### src/rtl/sh_pkg.sv
package sh_pkg;
   localparam logic [1:0] MD_ASYNC  = 2'd0;
   localparam logic [1:0] MD_MONO   = 2'd1;
   localparam logic [1:0] MD_BISYNC = 2'd2;
   localparam logic [1:0] MD_BITOR  = 2'd3;

   function automatic logic is_sync_mode(input logic [1:0] m);
      return m != MD_ASYNC;
   endfunction
endpackage

### src/rtl/sh_sync_match.sv
module sh_sync_match #(
   parameter int DW        = 8,
   parameter int SHORT_W   = 6,
   parameter bit BISYNC_EN = 1'b1,
   parameter logic [DW-1:0] FLAG = 8'h7E
) (
   input  logic          clk,
   input  logic          rst_n,
   input  logic          take,
   input  logic          enter,
   input  logic [DW-1:0] chr,
   input  logic [1:0]    mode,
   input  logic          sync6,
   input  logic [DW-1:0] sync_a,
   input  logic [DW-1:0] sync_b,
   output logic          match
);
   import sh_pkg::*;

   logic mono_hit;
   logic pair_hit;
   logic flag_hit;

   always_comb begin
      if (sync6) mono_hit = chr[SHORT_W-1:0] == sync_a[SHORT_W-1:0];
      else       mono_hit = chr == sync_a;
   end

   assign flag_hit = chr == FLAG;

   generate
      if (BISYNC_EN) begin : g_pair
         logic prev_a;
         always_ff @(posedge clk) begin
            if (!rst_n)     prev_a <= 1'b0;
            else if (enter) prev_a <= 1'b0;
            else if (take)  prev_a <= chr == sync_a;
         end
         assign pair_hit = prev_a && (chr == sync_b);
      end else begin : g_nopair
         assign pair_hit = 1'b0;
      end
   endgenerate

   always_comb begin
      unique case (mode)
         MD_MONO:   match = mono_hit;
         MD_BISYNC: match = pair_hit;
         MD_BITOR:  match = flag_hit;
         default:   match = 1'b0;
      endcase
   end
endmodule

### src/rtl/sh_hunt_ctl.sv
module sh_hunt_ctl (
   input  logic       clk,
   input  logic       rst_n,
   input  logic       rx_en,
   input  logic       take,
   input  logic       match,
   input  logic [1:0] mode,
   input  logic       hunt_cmd,
   input  logic       abort,
   input  logic       extst_ie,
   output logic       enter,
   output logic       hunting,
   output logic       irq
);
   import sh_pkg::*;

   logic hunt_q;
   logic rx_en_q;

   assign enter   = hunt_cmd | abort | (rx_en & ~rx_en_q);
   assign hunting = hunt_q & is_sync_mode(mode);

   always_ff @(posedge clk) begin
      if (!rst_n) begin
         hunt_q  <= 1'b1;
         rx_en_q <= 1'b0;
         irq     <= 1'b0;
      end else begin
         rx_en_q <= rx_en;
         irq     <= 1'b0;
         if (enter) begin
            hunt_q <= 1'b1;
         end else if (hunting && take && match) begin
            hunt_q <= 1'b0;
            irq    <= extst_ie;
         end
      end
   end
endmodule

### src/rtl/sh_load_gate.sv
module sh_load_gate #(
   parameter int DW = 8
) (
   input  logic          clk,
   input  logic          rst_n,
   input  logic          take,
   input  logic          hunting,
   input  logic          enter,
   input  logic [DW-1:0] chr,
   input  logic [1:0]    mode,
   input  logic [DW-1:0] sync_a,
   input  logic          load_inh,
   input  logic          crc_en,
   output logic          fifo_wr,
   output logic [DW-1:0] fifo_data,
   output logic          crc_tag
);
   import sh_pkg::*;

   logic strip;
   logic pass;
   logic tag_d;

   assign strip = load_inh && (mode != MD_BITOR) && (chr == sync_a);
   assign pass  = take && !hunting && !enter && !strip;

   always_comb begin
      unique case (mode)
         MD_BITOR: tag_d = 1'b1;
         MD_ASYNC: tag_d = 1'b0;
         default:  tag_d = crc_en;
      endcase
   end

   always_ff @(posedge clk) begin
      if (!rst_n) begin
         fifo_wr   <= 1'b0;
         fifo_data <= '0;
         crc_tag   <= 1'b0;
      end else begin
         fifo_wr <= pass;
         if (pass) begin
            fifo_data <= chr;
            crc_tag   <= tag_d;
         end
      end
   end
endmodule

### src/rtl/sh_rx_hunt_strip.sv
module sh_rx_hunt_strip #(
   parameter int DW        = 8,
   parameter int SHORT_W   = 6,
   parameter bit BISYNC_EN = 1'b1,
   parameter logic [DW-1:0] FLAG = 8'h7E
) (
   input  logic          clk,
   input  logic          rst_n,
   input  logic          rx_en,
   input  logic          chr_vld,
   input  logic [DW-1:0] chr_data,
   input  logic [1:0]    mode,
   input  logic          sync6,
   input  logic [DW-1:0] sync_a,
   input  logic [DW-1:0] sync_b,
   input  logic          load_inh,
   input  logic          crc_en,
   input  logic          hunt_cmd,
   input  logic          abort,
   input  logic          extst_ie,
   output logic          fifo_wr,
   output logic [DW-1:0] fifo_data,
   output logic          crc_tag,
   output logic          sync_hunt,
   output logic          irq
);
   generate
      if (SHORT_W < 1 || SHORT_W >= DW) begin : g_bad_short
         $error("SHORT_W must lie between 1 and DW-1");
      end
      if (DW < 2) begin : g_bad_dw
         $error("DW too small");
      end
   endgenerate

   logic take;
   logic match;
   logic enter;
   logic hunting;

   assign take      = chr_vld & rx_en;
   assign sync_hunt = hunting;

   sh_sync_match #(.DW(DW), .SHORT_W(SHORT_W), .BISYNC_EN(BISYNC_EN), .FLAG(FLAG)) u_match (
      .clk(clk), .rst_n(rst_n), .take(take), .enter(enter), .chr(chr_data),
      .mode(mode), .sync6(sync6), .sync_a(sync_a), .sync_b(sync_b), .match(match));

   sh_hunt_ctl u_hunt (
      .clk(clk), .rst_n(rst_n), .rx_en(rx_en), .take(take), .match(match),
      .mode(mode), .hunt_cmd(hunt_cmd), .abort(abort), .extst_ie(extst_ie),
      .enter(enter), .hunting(hunting), .irq(irq));

   sh_load_gate #(.DW(DW)) u_gate (
      .clk(clk), .rst_n(rst_n), .take(take), .hunting(hunting), .enter(enter),
      .chr(chr_data), .mode(mode), .sync_a(sync_a), .load_inh(load_inh),
      .crc_en(crc_en), .fifo_wr(fifo_wr), .fifo_data(fifo_data), .crc_tag(crc_tag));
endmodule

### config.mk
export PLATFORM = sky130hd
export DESIGN_NAME = sh_rx_hunt_strip
export DESIGN_NICKNAME = d
export VERILOG_FILES = /design/src/rtl/sh_pkg.sv /design/src/rtl/sh_sync_match.sv /design/src/rtl/sh_hunt_ctl.sv /design/src/rtl/sh_load_gate.sv /design/src/rtl/sh_rx_hunt_strip.sv
export SDC_FILE = /design/constraint.sdc
export NUM_CORES = 1
export LEC_CHECK = 0
export BUFFER_PORTS_ARGS = -buffer_cell sky130_fd_sc_hd__buf_2
export CORE_MARGIN = 2
export CORE_UTILIZATION = 43
export CTS_CLUSTER_DIAMETER = 40
export DETAILED_ROUTE_END_ITERATION = 10
export PLACE_DENSITY = 0.78
export SYNTH_ARGS = -nofsm -noshare
export SYNTH_HDL_FRONTEND = slang
export SYNTH_SLANG_ARGS = --single-unit
### constraint.sdc
create_clock -name clk -period 2.6 [get_ports clk]
set_input_delay 0.78 -clock clk [delete_from_list [all_inputs] [get_ports clk]]
set_output_delay 0.78 -clock clk [all_outputs]
set_load 0.03 [all_outputs]
==> out/qor.csv, run 1 <==
metric,value,unit
status,finished clean,
grt_usage,18.41,%
path_class,in -> out,
critPathLaunchType,input pin,
p_per_area,408.1,mW/mm2
cts_buffer_depth,2,
grt_max_degree,20,
fin_ws,0.2858,ns
max_slew_margin,69.70,%
dr.pass1.iters,4,
grt_antenna_before_repair,0,
final_util,59.73,%
crit_fanout,3,
clk_latency,0.28,ns
die_y,49.07,um
max_cap_viol_count,0,
stdcell_area,0.001160,mm2
initialDrtViolationCount,8,
power_switching,0.1243,mW
grt_pass1_vias,792,
period_share,89.01,%
combPwrFrac,20.3,%
cp.arrival,1.53,ns
ir_drop,0.2418,mV
cp.required,1.82,ns
path_cells,buf_2 -> inv_1 -> ha_1 -> nand2b_1 -> inv_1 -> buf_2,
max_stage_delay,0.18,ns
path_clk_slew,0.09,ns
htreeDepth,1,
setup_tns,0,ns
area_delta_synth_final,32.81,%
ys_ff_latch,14,
max_freq,432.1,MHz
power_switching_share,26.26,%
post_cts.repair.setup_buffers,0,
p_int,0.3490,mW
ant_nets,0,
fin_nets,189,
syn_nets,140,
p_clk_share,34.0,%
postRouteWirelength,2056,um
viasPerCell,4.886,
grt.busiest_layer,met2,
diodes,0,
holdWs,0.4568,ns
cts.sinks,14,
cts_buffers,3,
multi_input_area,555.5,um2
use_met2,31.31,%
final-hold-violation-count,0,
grt_pass1_wl,3463,um
avgSynthCellArea,8.733,um2
grt-ovfl-total,0,
rows,16,
synth_cell_types,27,
design.die.area,0.002407,mm2
cts.root.buffer_cell,clkbuf_4,
portBuffers,47,
via_count,855,
p_leak,0.5358,nW
placed_area,0.001124,mm2
gp_congestion,0.7820,
syn-instance-count,100,
n_fill_cell,197,
cts.repair.resized,0,
cts_hold_buf,0,
start_util,44.97,%
drv_slew,0,
wl_per_cell,11.75,um
final-seq-area,280.3,um2
min_period,2.314,ns
seq_power_share,45.7,%
holdCritPathClass,reg -> reg,
die_w,49.07,um
synth_area,873.3,um2
rsz0062_at_grt,false,
yosysWarnings,0,
drc,0,
ys_seq_area_share,32.09,%
place_hpwl,1687,um
core-area,0.001942,mm2
tightest_slew,0.4503,ns
use_met1,23.38,%
drive_gt1_share,37.84,%
pin_count,48,
cts_tree,yes,
endpoint_kind,output pin,
finalClockSkew,0.002592,ns
pre_cts_ws,0.2836,ns
cp_slowest_cell,ha_1,
use_met3,4.294,%
finalSetupViolations,0,
[cell usage after synthesis]
master	n	area share, %
a211oi_2	1	1.4
a21o_1	1	0.86
a21oi_1	3	1.7
and2_1	1	0.72
and2_4	1	1.0
and3_1	1	0.72
buf_6	1	1.3
clkbuf_1	2	0.86
dfxtp_1	14	32
ha_1	4	5.7
inv_1	5	2.1
mux2i_1	9	10
nand2_1	22	9.5
nand2b_1	2	1.4
nand3_1	2	1.1
nand4_1	2	1.4
nand4b_1	1	1.0
nor2_1	2	0.86
nor2b_1	1	0.72
nor3_1	2	1.1
nor4_1	3	2.1
nor4b_1	1	1.0
o31ai_1	1	0.86
or4_1	1	0.86
or4_4	1	1.3
xnor2_1	14	14
xnor2_2	2	3.7
[layout make-up]
class,count,share of cell area (%)
sequential,14,24.16
clock buffer,4,3.128
tap,27,2.913
timing repair buffer,47,20.28
multi-input combinational,78,47.90
inverter,5,1.618
[registers in the layout, indices dropped and copies added (netlist names)]
| signal | count |
|---|---|
| u_gate.crc_tag | 1 |
| u_gate.fifo_data | 8 |
| u_gate.fifo_wr | 1 |
| u_hunt.hunt_q | 1 |
| u_hunt.irq | 1 |
| u_hunt.rx_en_q | 1 |
| u_match.g_pair.prev_a | 1 |
[metal layers]
layer	share of wire (%)	vias to the layer above	wire length, um
met5	0	-	0
met4	0	0	0
met3	7.2	0	149
met2	51	38	1047
met1	42	386	859
li1	-	431	-
[placed cells by master, fill, tap and decap left out, drive strengths merged]
master,count
nor2,2
nor4,3
nor3,2
nand2,22
mux2i,9
a21oi,3
buf,47
ha,4
nor4b,1
nand4b,1
clkbuf,4
nor2b,1
nand4,2
a21o,1
or4,2
xnor2,16
nand3,2
a211oi,1
inv,5
and3,1
o31ai,1
nand2b,2
and2,2
dfxtp,14
[path summary, 6_finish.rpt]
kind                            start                   to  slack, ns  cells past startpoint
setup / recovery              mode[0]            sync_hunt       0.29                      6
hold / removal    u_gate.fifo_data[6]  u_gate.fifo_data[6]       0.46                      2
setup reg to reg        u_hunt.hunt_q  u_gate.fifo_data[7]       1.14                      5
hold reg to reg   u_gate.fifo_data[6]  u_gate.fifo_data[6]       0.46                      2
[cells by family after synthesis]
| logic type | share of synthesized area (%) |
|---|---|
| xor+xnor | 17.77 |
| mux | 10.32 |
| flops | 32.09 |
| simple gates | 24.93 |
| compound gates | 4.871 |
| buf+inv | 4.298 |
| fa+ha+maj | 5.731 |
[metrics by stage]
stage | std cells | total power [mW]
3_3_place_gp | 171 | 0.3151
6_report | 175 | 0.4733
3_5_place_dp | 171 | 0.3177
4_1_cts | 175 | 0.4767
5_1_grt | 175 | 0.4970
2_1_floorplan | 100 | 0.2721
[worst max-delay path: cells and delay by family]
kind | cells | cell delay (ns)
simple gates | 1 | 0.17
buf+inv | 4 | 0.40
fa+ha+maj | 1 | 0.18
[power groups by stage]
stage | sequential [mW] | combinational [mW] | clock (mW)
floorplan | 0.222 | 0.0504 | 0
global placement | 0.221 | 0.0941 | 0
detailed placement | 0.221 | 0.0966 | 0
CTS | 0.216 | 0.0975 | 0.163
global route | 0.216 | 0.108 | 0.172
finish | 0.216 | 0.0963 | 0.161
No activity file was read; power rests on OpenSTA's default activity.
==> run 2: changes to the inputs <==
- RECOVER_POWER: default -> 50
==> run 2 against run 1 <==
Compared with the run above:
- largest cell class unchanged
- fmax unchanged
- core utilization shrank 0.77 points
- sequential power is essentially flat
- via count decreased by 0.82%
- highest routed layer unchanged
- final area down 1.3%
- cell count stayed put
- first-iteration DRC count down 50%
- die area stayed put
- worst setup slack unchanged
- global-route usage did not move
==> out/qor.csv, run 2 (same netlist as run 1, synthesis figures left out) <==
metric,value,unit
ant_nets,0,
largest-register,u_gate.fifo_data,
portBuffers,47,
clk_latency,0.28,ns
fin_nets,189,
final-hold-violation-count,0,
place_hpwl,1687,um
grt_pass1_wl,3463,um
period_share,89.01,%
cts.repair.resized,0,
ff2ff_path_depth,5,
critPathLaunchType,input pin,
p_per_area,412.9,mW/mm2
postRouteWirelength,2047,um
final_util,58.96,%
numPlacedInstances,171,
initialDrtViolationCount,4,
path_class,in -> out,
finalClockSkew,0.003147,ns
cp.required,1.82,ns
stdcell_area,0.001145,mm2
ir_drop,0.2417,mV
drv_slew,0,
hp-start,u_gate.fifo_data[6],
diodes,0,
multi_input_area,555.5,um2
cp.arrival,1.53,ns
max_freq,432.1,MHz
n_fill_cell,202,
r2r_slack,1.17,ns
start_util,44.97,%
viasPerCell,4.846,
grt_antenna_before_repair,0,
gp_congestion,0.7820,
wl_per_cell,11.70,um
crit_fanout,3,
cts_tree,yes,
final_common_cell,buf_2,
grt-ovfl-total,0,
layout.cells.non_filler,175,
r2r-end,u_gate.fifo_data[7],
grt_max_degree,20,
max_cap_viol_count,0,
grt_usage,18.41,%
p_leak,0.4845,nW
endpoint_kind,output pin,
finalSetupViolations,0,
core-area,0.001942,mm2
holdCritPathClass,reg -> reg,
dr.pass1.iters,4,
via_count,848,
pin_count,48,
drc,0,
cts_buffers,3,
post_cts.repair.setup_buffers,0,
mostFrequentLayoutCells,"buf_2 (35), nand2_1 (22), xnor2_1 (14), dfxtp_1 (14), clkbuf_1 (12)",
drive_gt1_share,29.73,%
final-seq-area,280.3,um2
cts_buffer_depth,2,
setup_tns,0,ns
cts.sinks,14,
htreeDepth,1,
rows,16,
power,0.4727,mW
die_w,49.07,um
die_y,49.07,um
placed_area,0.001124,mm2
rsz0062_at_grt,false,
cts_hold_buf,0,
min_period,2.314,ns
max_slew_margin,52.41,%
area_delta_synth_final,31.09,%
grt_pass1_vias,792,
worst_hold_path.endpoint,u_gate.fifo_data[6],
status,finished clean,
tightest_slew,0.7139,ns
largest_register_ffs,8,
design.die.area,0.002407,mm2
cts.root.buffer_cell,clkbuf_4,
worstHoldPathCells,2,
path_clk_slew,0.09,ns
reg2reg_from,u_hunt.hunt_q,
==> run 2: changes by cell type in the layout (fill, tap and decap cells not counted) <==
cell / previous run / this run
clkbuf_1: 0 / 12
buf_2: 47 / 35
==> run 2: worst max-delay path by stage <==
stage                  from  cells after the start  slack (ns)        end
detailed placement  mode[0]                      6        0.28  sync_hunt
finish              mode[0]                      6        0.29  sync_hunt
global route        mode[0]                      6        0.22  sync_hunt
global placement    mode[0]                      6        0.30  sync_hunt
floorplan           mode[0]                      4        0.47  sync_hunt
CTS                 mode[0]                      6        0.29  sync_hunt
==> run 2: area by class of cell <==
type | count | share of cell area, %
repair buffers | 47 | 19.23
inverters | 5 | 1.639
flip-flops and latches | 14 | 24.48
clock buffers | 4 | 3.169
well taps | 27 | 2.951
multi-input cells | 78 | 48.52
==> run 2: where the power goes <==
part           internal [mW]  switching (mW)
Clock                 0.0852          0.0754
Combinational         0.0480          0.0481
Sequential             0.215        0.000635
Total                  0.349           0.124
==> run 2: worst max-delay path, cell delays in order <==
cell      delay (ns)
buf_2           0.10
inv_1           0.06
ha_1            0.18
nand2b_1        0.17
inv_1           0.06
buf_2           0.18
==> run 2: per-stage QoR <==
stage | setup slack, ns | hold WS, ns
finish | 0.2858 | 0.4597
global route | 0.2152 | 0.4828
CTS | 0.2889 | 0.4617
detailed placement | 0.2836 | 0.4446
global placement | 0.3042 | 0.4366
floorplan | 0.4707 | 0.4272
==> run 2: routing by layer <==
layer	up-vias	global-route usage (%)	part of all wire (%)
li1	431	-	-
met1	383	23.38	43
met2	34	31.31	51
met3	0	4.294	6.5
met4	0	4.286	0
met5	-	0	0
